File: src/rtl/gpio_edge_pkg.sv
// Package: shared widths, window codes and register offsets of the GPIO bank.
// Assumes: a 32-bit data bus and byte offsets of 8 bits.
package gpio_edge_pkg;

    localparam int DATA_W = 32;
    localparam int ADDR_W = 8;

    typedef enum logic [1:0] {
        WIN_MAIN  = 2'd0,
        WIN_CAUSE = 2'd1,
        WIN_SET   = 2'd2,
        WIN_CLR   = 2'd3
    } win_e;

    localparam logic [ADDR_W-1:0] OFF_RISE_EN  = 8'h00;
    localparam logic [ADDR_W-1:0] OFF_FALL_EN  = 8'h04;
    localparam logic [ADDR_W-1:0] OFF_LEVELS   = 8'h08;
    localparam logic [ADDR_W-1:0] OFF_PENDING  = 8'h00;
    localparam logic [ADDR_W-1:0] OFF_EVT_EN   = 8'h14;
    localparam logic [ADDR_W-1:0] OFF_ACK      = 8'h18;
    localparam logic [ADDR_W-1:0] OFF_DRIVE_EN = 8'h00;
    localparam logic [ADDR_W-1:0] OFF_DRIVE_LV = 8'h04;

endpackage

File: src/rtl/gpio_edge_sync.sv
// Module: two-flop input synchroniser followed by a previous-sample stage.
// It produces one-cycle rise and fall pulses for each pin.
// Assumes: pins change slower than the clock. Outputs are zero-extended to DATA_W.
module gpio_edge_sync
    import gpio_edge_pkg::*;
#(
    parameter int PIN_COUNT = 32
) (
    input  logic                 clk,
    input  logic                 rst_n,
    input  logic [PIN_COUNT-1:0] pin_in,
    output logic [DATA_W-1:0]    level,
    output logic [DATA_W-1:0]    rise_ev,
    output logic [DATA_W-1:0]    fall_ev
);

    for (genvar p = 0; p < DATA_W; p++) begin : g_pin
        if (p < PIN_COUNT) begin : g_live
            logic meta_q, sync_q, prev_q;

            // Resample the pin twice, then keep the previous synchronised level.
            always_ff @(posedge clk) begin
                if (!rst_n) begin
                    meta_q <= 1'b0;
                    sync_q <= 1'b0;
                    prev_q <= 1'b0;
                end else begin
                    meta_q <= pin_in[p];
                    sync_q <= meta_q;
                    prev_q <= sync_q;
                end
            end

            assign level[p]   = sync_q;
            assign rise_ev[p] = sync_q & ~prev_q;
            assign fall_ev[p] = ~sync_q & prev_q;
        end else begin : g_idle
            assign level[p]   = 1'b0;
            assign rise_ev[p] = 1'b0;
            assign fall_ev[p] = 1'b0;
        end
    end

endmodule

File: src/rtl/gpio_edge_cause.sv
// Module: qualifies edge pulses with the per-pin polarity enables and latches them
// into sticky cause bits. Cause bits are cleared by write-one-to-clear, and a new
// edge wins over a clear in the same cycle. The event mask drives the interrupt.
// Assumes: the clear vector is a single-cycle pulse already masked to live pins.
module gpio_edge_cause
    import gpio_edge_pkg::*;
(
    input  logic              clk,
    input  logic              rst_n,
    input  logic [DATA_W-1:0] rise_ev,
    input  logic [DATA_W-1:0] fall_ev,
    input  logic [DATA_W-1:0] rise_en,
    input  logic [DATA_W-1:0] fall_en,
    input  logic [DATA_W-1:0] evt_en,
    input  logic [DATA_W-1:0] ack_mask,
    output logic [DATA_W-1:0] pending,
    output logic              irq
);

    logic [DATA_W-1:0] cause_q;
    logic [DATA_W-1:0] hits;

    // Select the edges whose polarity is enabled on their pin.
    always_comb hits = (rise_ev & rise_en) | (fall_ev & fall_en);

    // Latch hits. Acknowledged bits drop unless a new hit arrives at the same time.
    always_ff @(posedge clk) begin
        if (!rst_n) cause_q <= '0;
        else        cause_q <= (cause_q & ~ack_mask) | hits;
    end

    // Apply the event mask and collapse to one request line.
    always_comb begin
        pending = cause_q & evt_en;
        irq     = |pending;
    end

    assert_hit_latched_R9: assert property (@(posedge clk) disable iff (!rst_n)
        (hits != '0) |=> ((cause_q & $past(hits)) == $past(hits)));

    assert_ack_clears_R7: assert property (@(posedge clk) disable iff (!rst_n)
        (ack_mask != '0) |=> ((cause_q & $past(ack_mask & ~hits)) == '0));

    assert_cause_sticky_R8: assert property (@(posedge clk) disable iff (!rst_n)
        1'b1 |=> (($past(cause_q) & ~cause_q & ~$past(ack_mask)) == '0));

endmodule

File: src/rtl/gpio_edge_regs.sv
// Module: bus decoder and register file. It holds the drive enables, drive levels,
// polarity enables and event mask, and it returns read data one cycle after the request.
// Assumes: one access per bus_valid pulse. Bits at or above PIN_COUNT are forced to zero.
module gpio_edge_regs
    import gpio_edge_pkg::*;
#(
    parameter int PIN_COUNT = 32
) (
    input  logic              clk,
    input  logic              rst_n,
    input  logic              bus_valid,
    input  logic              bus_write,
    input  logic [1:0]        bus_window,
    input  logic [ADDR_W-1:0] bus_addr,
    input  logic [DATA_W-1:0] bus_wdata,
    output logic [DATA_W-1:0] bus_rdata,
    output logic              bus_rvalid,
    input  logic [DATA_W-1:0] level,
    input  logic [DATA_W-1:0] pending,
    output logic [DATA_W-1:0] drive_en,
    output logic [DATA_W-1:0] drive_lv,
    output logic [DATA_W-1:0] rise_en,
    output logic [DATA_W-1:0] fall_en,
    output logic [DATA_W-1:0] evt_en,
    output logic [DATA_W-1:0] ack_mask
);

    localparam logic [DATA_W:0]   ONE_WIDE = (DATA_W+1)'(1) << PIN_COUNT;
    localparam logic [DATA_W-1:0] PIN_MASK = DATA_W'(ONE_WIDE - (DATA_W+1)'(1));

    win_e              win;
    logic              wr, rd;
    logic [DATA_W-1:0] wbits;
    logic [DATA_W-1:0] rmux;

    // Decode the request and restrict write data to live pins.
    always_comb begin
        win   = win_e'(bus_window);
        wr    = bus_valid & bus_write;
        rd    = bus_valid & ~bus_write;
        wbits = bus_wdata & PIN_MASK;
    end

    // Apply set and clear windows to the drive enable and drive level registers.
    always_ff @(posedge clk) begin
        if (!rst_n) begin
            drive_en <= '0;
            drive_lv <= '0;
        end else if (wr && win == WIN_SET) begin
            if (bus_addr == OFF_DRIVE_EN) drive_en <= drive_en | wbits;
            if (bus_addr == OFF_DRIVE_LV) drive_lv <= drive_lv | wbits;
        end else if (wr && win == WIN_CLR) begin
            if (bus_addr == OFF_DRIVE_EN) drive_en <= drive_en & ~wbits;
            if (bus_addr == OFF_DRIVE_LV) drive_lv <= drive_lv & ~wbits;
        end
    end

    // Store the polarity enables and the event mask on plain writes.
    always_ff @(posedge clk) begin
        if (!rst_n) begin
            rise_en <= '0;
            fall_en <= '0;
            evt_en  <= '0;
        end else if (wr) begin
            if (win == WIN_MAIN  && bus_addr == OFF_RISE_EN) rise_en <= wbits;
            if (win == WIN_MAIN  && bus_addr == OFF_FALL_EN) fall_en <= wbits;
            if (win == WIN_CAUSE && bus_addr == OFF_EVT_EN)  evt_en  <= wbits;
        end
    end

    // Produce a one-cycle acknowledge pulse for the write-one-to-clear offset.
    always_comb ack_mask = (wr && win == WIN_CAUSE && bus_addr == OFF_ACK) ? wbits : '0;

    // Select read data. Unmapped offsets give zero.
    always_comb begin
        rmux = '0;
        unique case (win)
            WIN_MAIN: begin
                if (bus_addr == OFF_RISE_EN) rmux = rise_en;
                if (bus_addr == OFF_FALL_EN) rmux = fall_en;
                if (bus_addr == OFF_LEVELS)  rmux = level;
            end
            WIN_CAUSE: begin
                if (bus_addr == OFF_PENDING) rmux = pending;
                if (bus_addr == OFF_EVT_EN)  rmux = evt_en;
            end
            WIN_SET, WIN_CLR: begin
                if (bus_addr == OFF_DRIVE_EN) rmux = drive_en;
                if (bus_addr == OFF_DRIVE_LV) rmux = drive_lv;
            end
            default: rmux = '0;
        endcase
    end

    // Register the read response.
    always_ff @(posedge clk) begin
        if (!rst_n) begin
            bus_rdata  <= '0;
            bus_rvalid <= 1'b0;
        end else begin
            bus_rdata  <= rd ? (rmux & PIN_MASK) : '0;
            bus_rvalid <= rd;
        end
    end

    assert_set_drive_R2: assert property (@(posedge clk) disable iff (!rst_n)
        (wr && win == WIN_SET && bus_addr == OFF_DRIVE_EN)
        |=> ((drive_en & $past(wbits)) == $past(wbits)));

    assert_clr_drive_R3: assert property (@(posedge clk) disable iff (!rst_n)
        (wr && win == WIN_CLR && bus_addr == OFF_DRIVE_LV)
        |=> ((drive_lv & $past(wbits)) == '0));

    assert_upper_quiet_R10: assert property (@(posedge clk) disable iff (!rst_n)
        ((drive_en | drive_lv | rise_en | fall_en | evt_en | bus_rdata) & ~PIN_MASK) == '0);

    assert_read_latency_R12: assert property (@(posedge clk) disable iff (!rst_n)
        1'b1 |=> (bus_rvalid == $past(rd)));

endmodule

File: src/rtl/gpio_edge_ctrl.sv
// Module: top of the GPIO bank. It joins the synchroniser, cause latch and register file.
// Assumes: PIN_COUNT is between 1 and 32, and the bus is a single-cycle strobe interface.
module gpio_edge_ctrl
    import gpio_edge_pkg::*;
#(
    parameter int PIN_COUNT = 32
) (
    input  logic                 clk,
    input  logic                 rst_n,
    input  logic                 bus_valid,
    input  logic                 bus_write,
    input  logic [1:0]           bus_window,
    input  logic [ADDR_W-1:0]    bus_addr,
    input  logic [DATA_W-1:0]    bus_wdata,
    output logic [DATA_W-1:0]    bus_rdata,
    output logic                 bus_rvalid,
    input  logic [PIN_COUNT-1:0] pin_in,
    output logic [PIN_COUNT-1:0] pin_oe,
    output logic [PIN_COUNT-1:0] pin_out,
    output logic                 irq
);

    logic [DATA_W-1:0] level, rise_ev, fall_ev;
    logic [DATA_W-1:0] drive_en, drive_lv, rise_en, fall_en, evt_en, ack_mask, pending;

    gpio_edge_sync #(.PIN_COUNT(PIN_COUNT)) u_sync (
        .clk     (clk),
        .rst_n   (rst_n),
        .pin_in  (pin_in),
        .level   (level),
        .rise_ev (rise_ev),
        .fall_ev (fall_ev)
    );

    gpio_edge_cause u_cause (
        .clk      (clk),
        .rst_n    (rst_n),
        .rise_ev  (rise_ev),
        .fall_ev  (fall_ev),
        .rise_en  (rise_en),
        .fall_en  (fall_en),
        .evt_en   (evt_en),
        .ack_mask (ack_mask),
        .pending  (pending),
        .irq      (irq)
    );

    gpio_edge_regs #(.PIN_COUNT(PIN_COUNT)) u_regs (
        .clk        (clk),
        .rst_n      (rst_n),
        .bus_valid  (bus_valid),
        .bus_write  (bus_write),
        .bus_window (bus_window),
        .bus_addr   (bus_addr),
        .bus_wdata  (bus_wdata),
        .bus_rdata  (bus_rdata),
        .bus_rvalid (bus_rvalid),
        .level      (level),
        .pending    (pending),
        .drive_en   (drive_en),
        .drive_lv   (drive_lv),
        .rise_en    (rise_en),
        .fall_en    (fall_en),
        .evt_en     (evt_en),
        .ack_mask   (ack_mask)
    );

    // Bring the live pin slice of the drive registers out to the pads.
    always_comb begin
        pin_oe  = drive_en[PIN_COUNT-1:0];
        pin_out = drive_lv[PIN_COUNT-1:0];
    end

    assert_irq_needs_read_path_R8: assert property (@(posedge clk) disable iff (!rst_n)
        (bus_valid && !bus_write && bus_window == 2'd1 && bus_addr == 8'h00 && irq)
        |=> (bus_rdata != '0));

endmodule

File: config.mk
export PLATFORM = sky130hd
export DESIGN_NAME = gpio_edge_ctrl
export DESIGN_NICKNAME = d
export VERILOG_FILES = /design/src/rtl/gpio_edge_pkg.sv /design/src/rtl/gpio_edge_sync.sv /design/src/rtl/gpio_edge_cause.sv /design/src/rtl/gpio_edge_regs.sv /design/src/rtl/gpio_edge_ctrl.sv
export SDC_FILE = /design/constraint.sdc
export NUM_CORES = 1
export LEC_CHECK = 0
export BUFFER_PORTS_ARGS = -buffer_cell sky130_fd_sc_hd__buf_2
export CELL_PAD_IN_SITES_DETAIL_PLACEMENT = 1
export CELL_PAD_IN_SITES_GLOBAL_PLACEMENT = 2
export CORE_UTILIZATION = 38
export CTS_CLUSTER_DIAMETER = 60
export DETAILED_ROUTE_END_ITERATION = 8
export HOLD_SLACK_MARGIN = 0.05
export PLACE_DENSITY_LB_ADDON = 0.1
export SETUP_SLACK_MARGIN = 0.4
export SLEW_MARGIN = 20
export SYNTH_ARGS = -nofsm -noshare
export SYNTH_HDL_FRONTEND = slang
export SYNTH_SLANG_ARGS = --single-unit
File: constraint.sdc
create_clock -name clk -period 2.2 [get_ports clk]
set_input_delay 0.22 -clock clk [delete_from_list [all_inputs] [get_ports clk]]
set_output_delay 0.22 -clock clk [all_outputs]
set_load 0.1 [all_outputs]
==> results.py <==
metrics = {
    "cts": {
        "ctsLongestPathBuffers": 3,
        "cts-buffers-inserted": 39,
        "insertion_delay_ns": 0.52,
        "clock-sinks": 321,
        "tritoncts": "built",
        "cts-root-buf": "clkbuf_16",
        "path_clk_slew_ns": 0.06,
        "h-tree-depth": 2,
    },
    "pwr": {
        "clockPowerShare_pct": 49.4,
        "p_per_area_nw_per_um2": 809,
        "ir_worst_vdd_mv": 0.499,
        "p_seq_share_pct": 45.4,
        "switchingPower_mw": 2.96,
        "netSwitchingFraction_pct": 22.7,
        "internal_power_mw": 10.1,
        "pwr-share-comb_pct": 5.2,
        "p_leak_nw": 6.34,
    },
    "timing": {
        "finalSetupViolCount": 1,
        "fin_skew_ns": 0.0113,
        "period_share_pct": 101,
        "relSlewSlack_pct": 50.1,
        "slew_viol_final": 0,
        "hold_viol": 0,
        "worst_slew_pin_slew_ns": 0.748,
        "fmax_mhz": 451,
        "setup_ws_ns": -0.0175,
        "rsz0062_at_grt": "true",
        "period_needed_ns": 2.22,
    },
    "routing": {
        "routed_wl_um": 45600,
        "route.met2.wl_um": 21600,
        "top_layer": "met4",
        "ant_nets": 0,
        "met3_wirelength_um": 1790,
        "viasPerCell": 5.47,
        "drtIter0Drc": 631,
        "drt-pass1-iter-count": 5,
        "wl_met1_um": 21400,
        "vias": 11300,
        "wire_per_inst_um": 22.0,
        "drc": 0,
    },
    "place": {
        "hpwl_um": 28900,
        "dpl-instance-area_um2": 14100,
        "globalplace.congestion": 0.802,
        "io_buffers": 175,
    },
    "logic_synthesis": {
        "yosysTopAreaCell": "dfxtp_1",
        "synth_top_cell_area_share_pct": 49.7,
        "ys_ff_latch": 321,
        "synth_compound_area_share_pct": 20.9,
        "avgSynthCellArea_um2": 9.14,
        "syn_nets": 1492,
        "synth_area_leaders": "dfxtp_1, a21oi_1, mux2i_1",
        "syn_inst": 1414,
        "synth_top_family_by_area": "compound AO/OA/AOI/OAI gates",
        "ys_seq_area_share_pct": 49.7,
        "yosysWarningCount": 0,
        "synth_xor_area_share_pct": 0,
        "synth.area.mux_share_pct": 4.96,
        "syn_area_um2": 12900,
        "synth.distinct_cells": 34,
        "synthAdderAreaFrac_pct": 0,
        "synth-simple-area-share_pct": 17.8,
    },
    "layout": {
        "fin_nets": 1671,
        "final_common_cell": "dfxtp_1",
        "multi_input_area_um2": 5690,
        "regArea_um2": 6440,
        "fin_util_pct": 48.1,
        "final_cell_mix": "dfxtp_1, buf_2, nand2_1, a21oi_1, nor2_1",
        "design_area_um2": 16100,
        "drive_gt1_share_pct": 19.8,
        "area_growth_pct": 24.9,
        "fill_cells": 3861,
    },
    "setup_path": {
        "critical_path_class": "reg2out",
        "crit_arrival_ns": 2.00,
        "rr_startpoint": "u_regs.rise_en[28]$_SDFFE_PN0P_",
        "critical_path_required_ns": 1.98,
        "r2r_slack_ns": 1.00,
        "r2r_end": "u_regs.bus_rdata[28]$_SDFF_PN0_",
        "worstRegToRegCells": 4,
        "worstSetupStartpointType": "register",
        "critPathMaxFanout": 3,
        "crit_path_end_kind": "output pin",
    },
    "hold_path": {
        "hold_depth": 3,
        "hold_end": "u_regs.fall_en[28]$_SDFFE_PN0P_",
        "worstHoldPathType": "in2reg",
        "worstHoldStart": "bus_wdata[28]",
    },
    "flow_run": {
        "maxCapViolCount": 0,
    },
    "floorplanning": {
        "coreArea_um2": 33500,
        "die_h_um": 186,
        "start_util_pct": 38.6,
        "num_rows": 67,
        "io_pins": 176,
        "die_w_um": 186,
        "die_area_um2": 34800,
    },
    "status": {
        "violations": "negative setup slack",
        "status": "finished, violations left",
    },
    "global_route": {
        "grt_pass1_vias": 11500,
        "grt_pass1_wl_um": 69800,
        "track_usage_pct": 25.8,
        "grt_antenna_before_repair": 0,
        "grt_overflow": 0,
        "grt_max_degree": 115,
    },
}
[power by group through the flow]
stage               combinational, mW  clock, mW  sequential [mW]
finish                          0.684       6.45             5.93
global route                    0.732       6.84             5.93
CTS                             0.685       6.60             5.93
detailed placement              0.598          0             6.05
global placement                0.592          0             6.05
floorplan                       0.373          0             6.05
[stage by stage]
stage | setup WS (ns) | hold slack [ns] | setup TNS (ns) | instances | total power, mW
after floorplan | 0.455 | 0.347 | 0 | 1414 | 6.42
after global placement | 0.126 | 0.414 | 0 | 1936 | 6.64
after detailed placement | 0.141 | 0.420 | 0 | 1936 | 6.65
after CTS | -0.0243 | 0.0549 | -0.0243 | 2071 | 13.2
after global routing | -0.0601 | 0.0884 | -0.0601 | 2071 | 13.5
final | -0.0175 | 0.0718 | -0.0175 | 2073 | 13.1
[area by class of cell]
class,instances,share of cell area [%]
multi-input cells,913,35.3
clock buffers,56,7.01
diodes,2,0.0310
well taps,448,3.47
inverters,34,0.822
repair buffers,284,12.4
flip-flops and latches,321,39.9
clock inverters,15,1.07
[per-layer routing]
layer,vias to the layer above,track usage [%]
li1,5380,-
met1,5650,35.2
met2,264,43.3
met3,53,3.08
met4,0,5.88
met5,-,0
[logic make-up after synthesis]
group / after synthesis
buf+inv: 180
flops: 321
compound gates: 401
simple gates: 448
mux: 64
[synth_stat cells, drive strengths merged]
| library cell | number |
|---|---|
| dfxtp | 321 |
| nand2 | 161 |
| a21oi | 129 |
| nor2 | 101 |
| and2 | 97 |
| clkbuf | 85 |
| a311oi | 64 |
| a31oi | 64 |
| mux2i | 64 |
| o21ai | 64 |
| nand3b | 62 |
| buf | 61 |
| inv | 34 |
| a2bb2oi | 32 |
| o32a | 32 |
| a22oi | 16 |
| nand4 | 9 |
| and4 | 3 |
| nor2b | 3 |
| and3 | 2 |
| nor4 | 2 |
| nor4b | 2 |
| and3b | 1 |
| and4bb | 1 |
| nand3 | 1 |
| nor4bb | 1 |
| or4 | 1 |
| or4b | 1 |
[worst max-delay path by stage]
stage	start	end
finish	u_cause.cause_q[7]$_SDFF_PN0_	irq
floorplan	u_cause.cause_q[27]$_SDFF_PN0_	irq
detailed placement	u_cause.cause_q[26]$_SDFF_PN0_	irq
global placement	u_cause.cause_q[26]$_SDFF_PN0_	irq
global route	u_regs.evt_en[22]$_SDFFE_PN0P_	irq
CTS	u_regs.evt_en[26]$_SDFFE_PN0P_	irq
[worst max-delay path, stage by stage, from the launching register on]
cell,delay (ns)
dfxtp_1,0.37
a22oi_2,0.19
nand4_1,0.14
or4_4,0.59
buf_12,0.19
[repair_timing]
| action | in CTS | in global routing |
|---|---|---|
| hold buffers | 63 | 0 |
| setup endpoints to repair | 1 | 1 |
| gates resized for setup | 21 | 3 |
| endpoints found under the hold margin | 143 | 0 |
| cloned | 0 | 0 |
| setup buffers | 1 | 0 |
| pin swaps | 7 | 4 |
No activity file was read; power rests on OpenSTA's default activity.
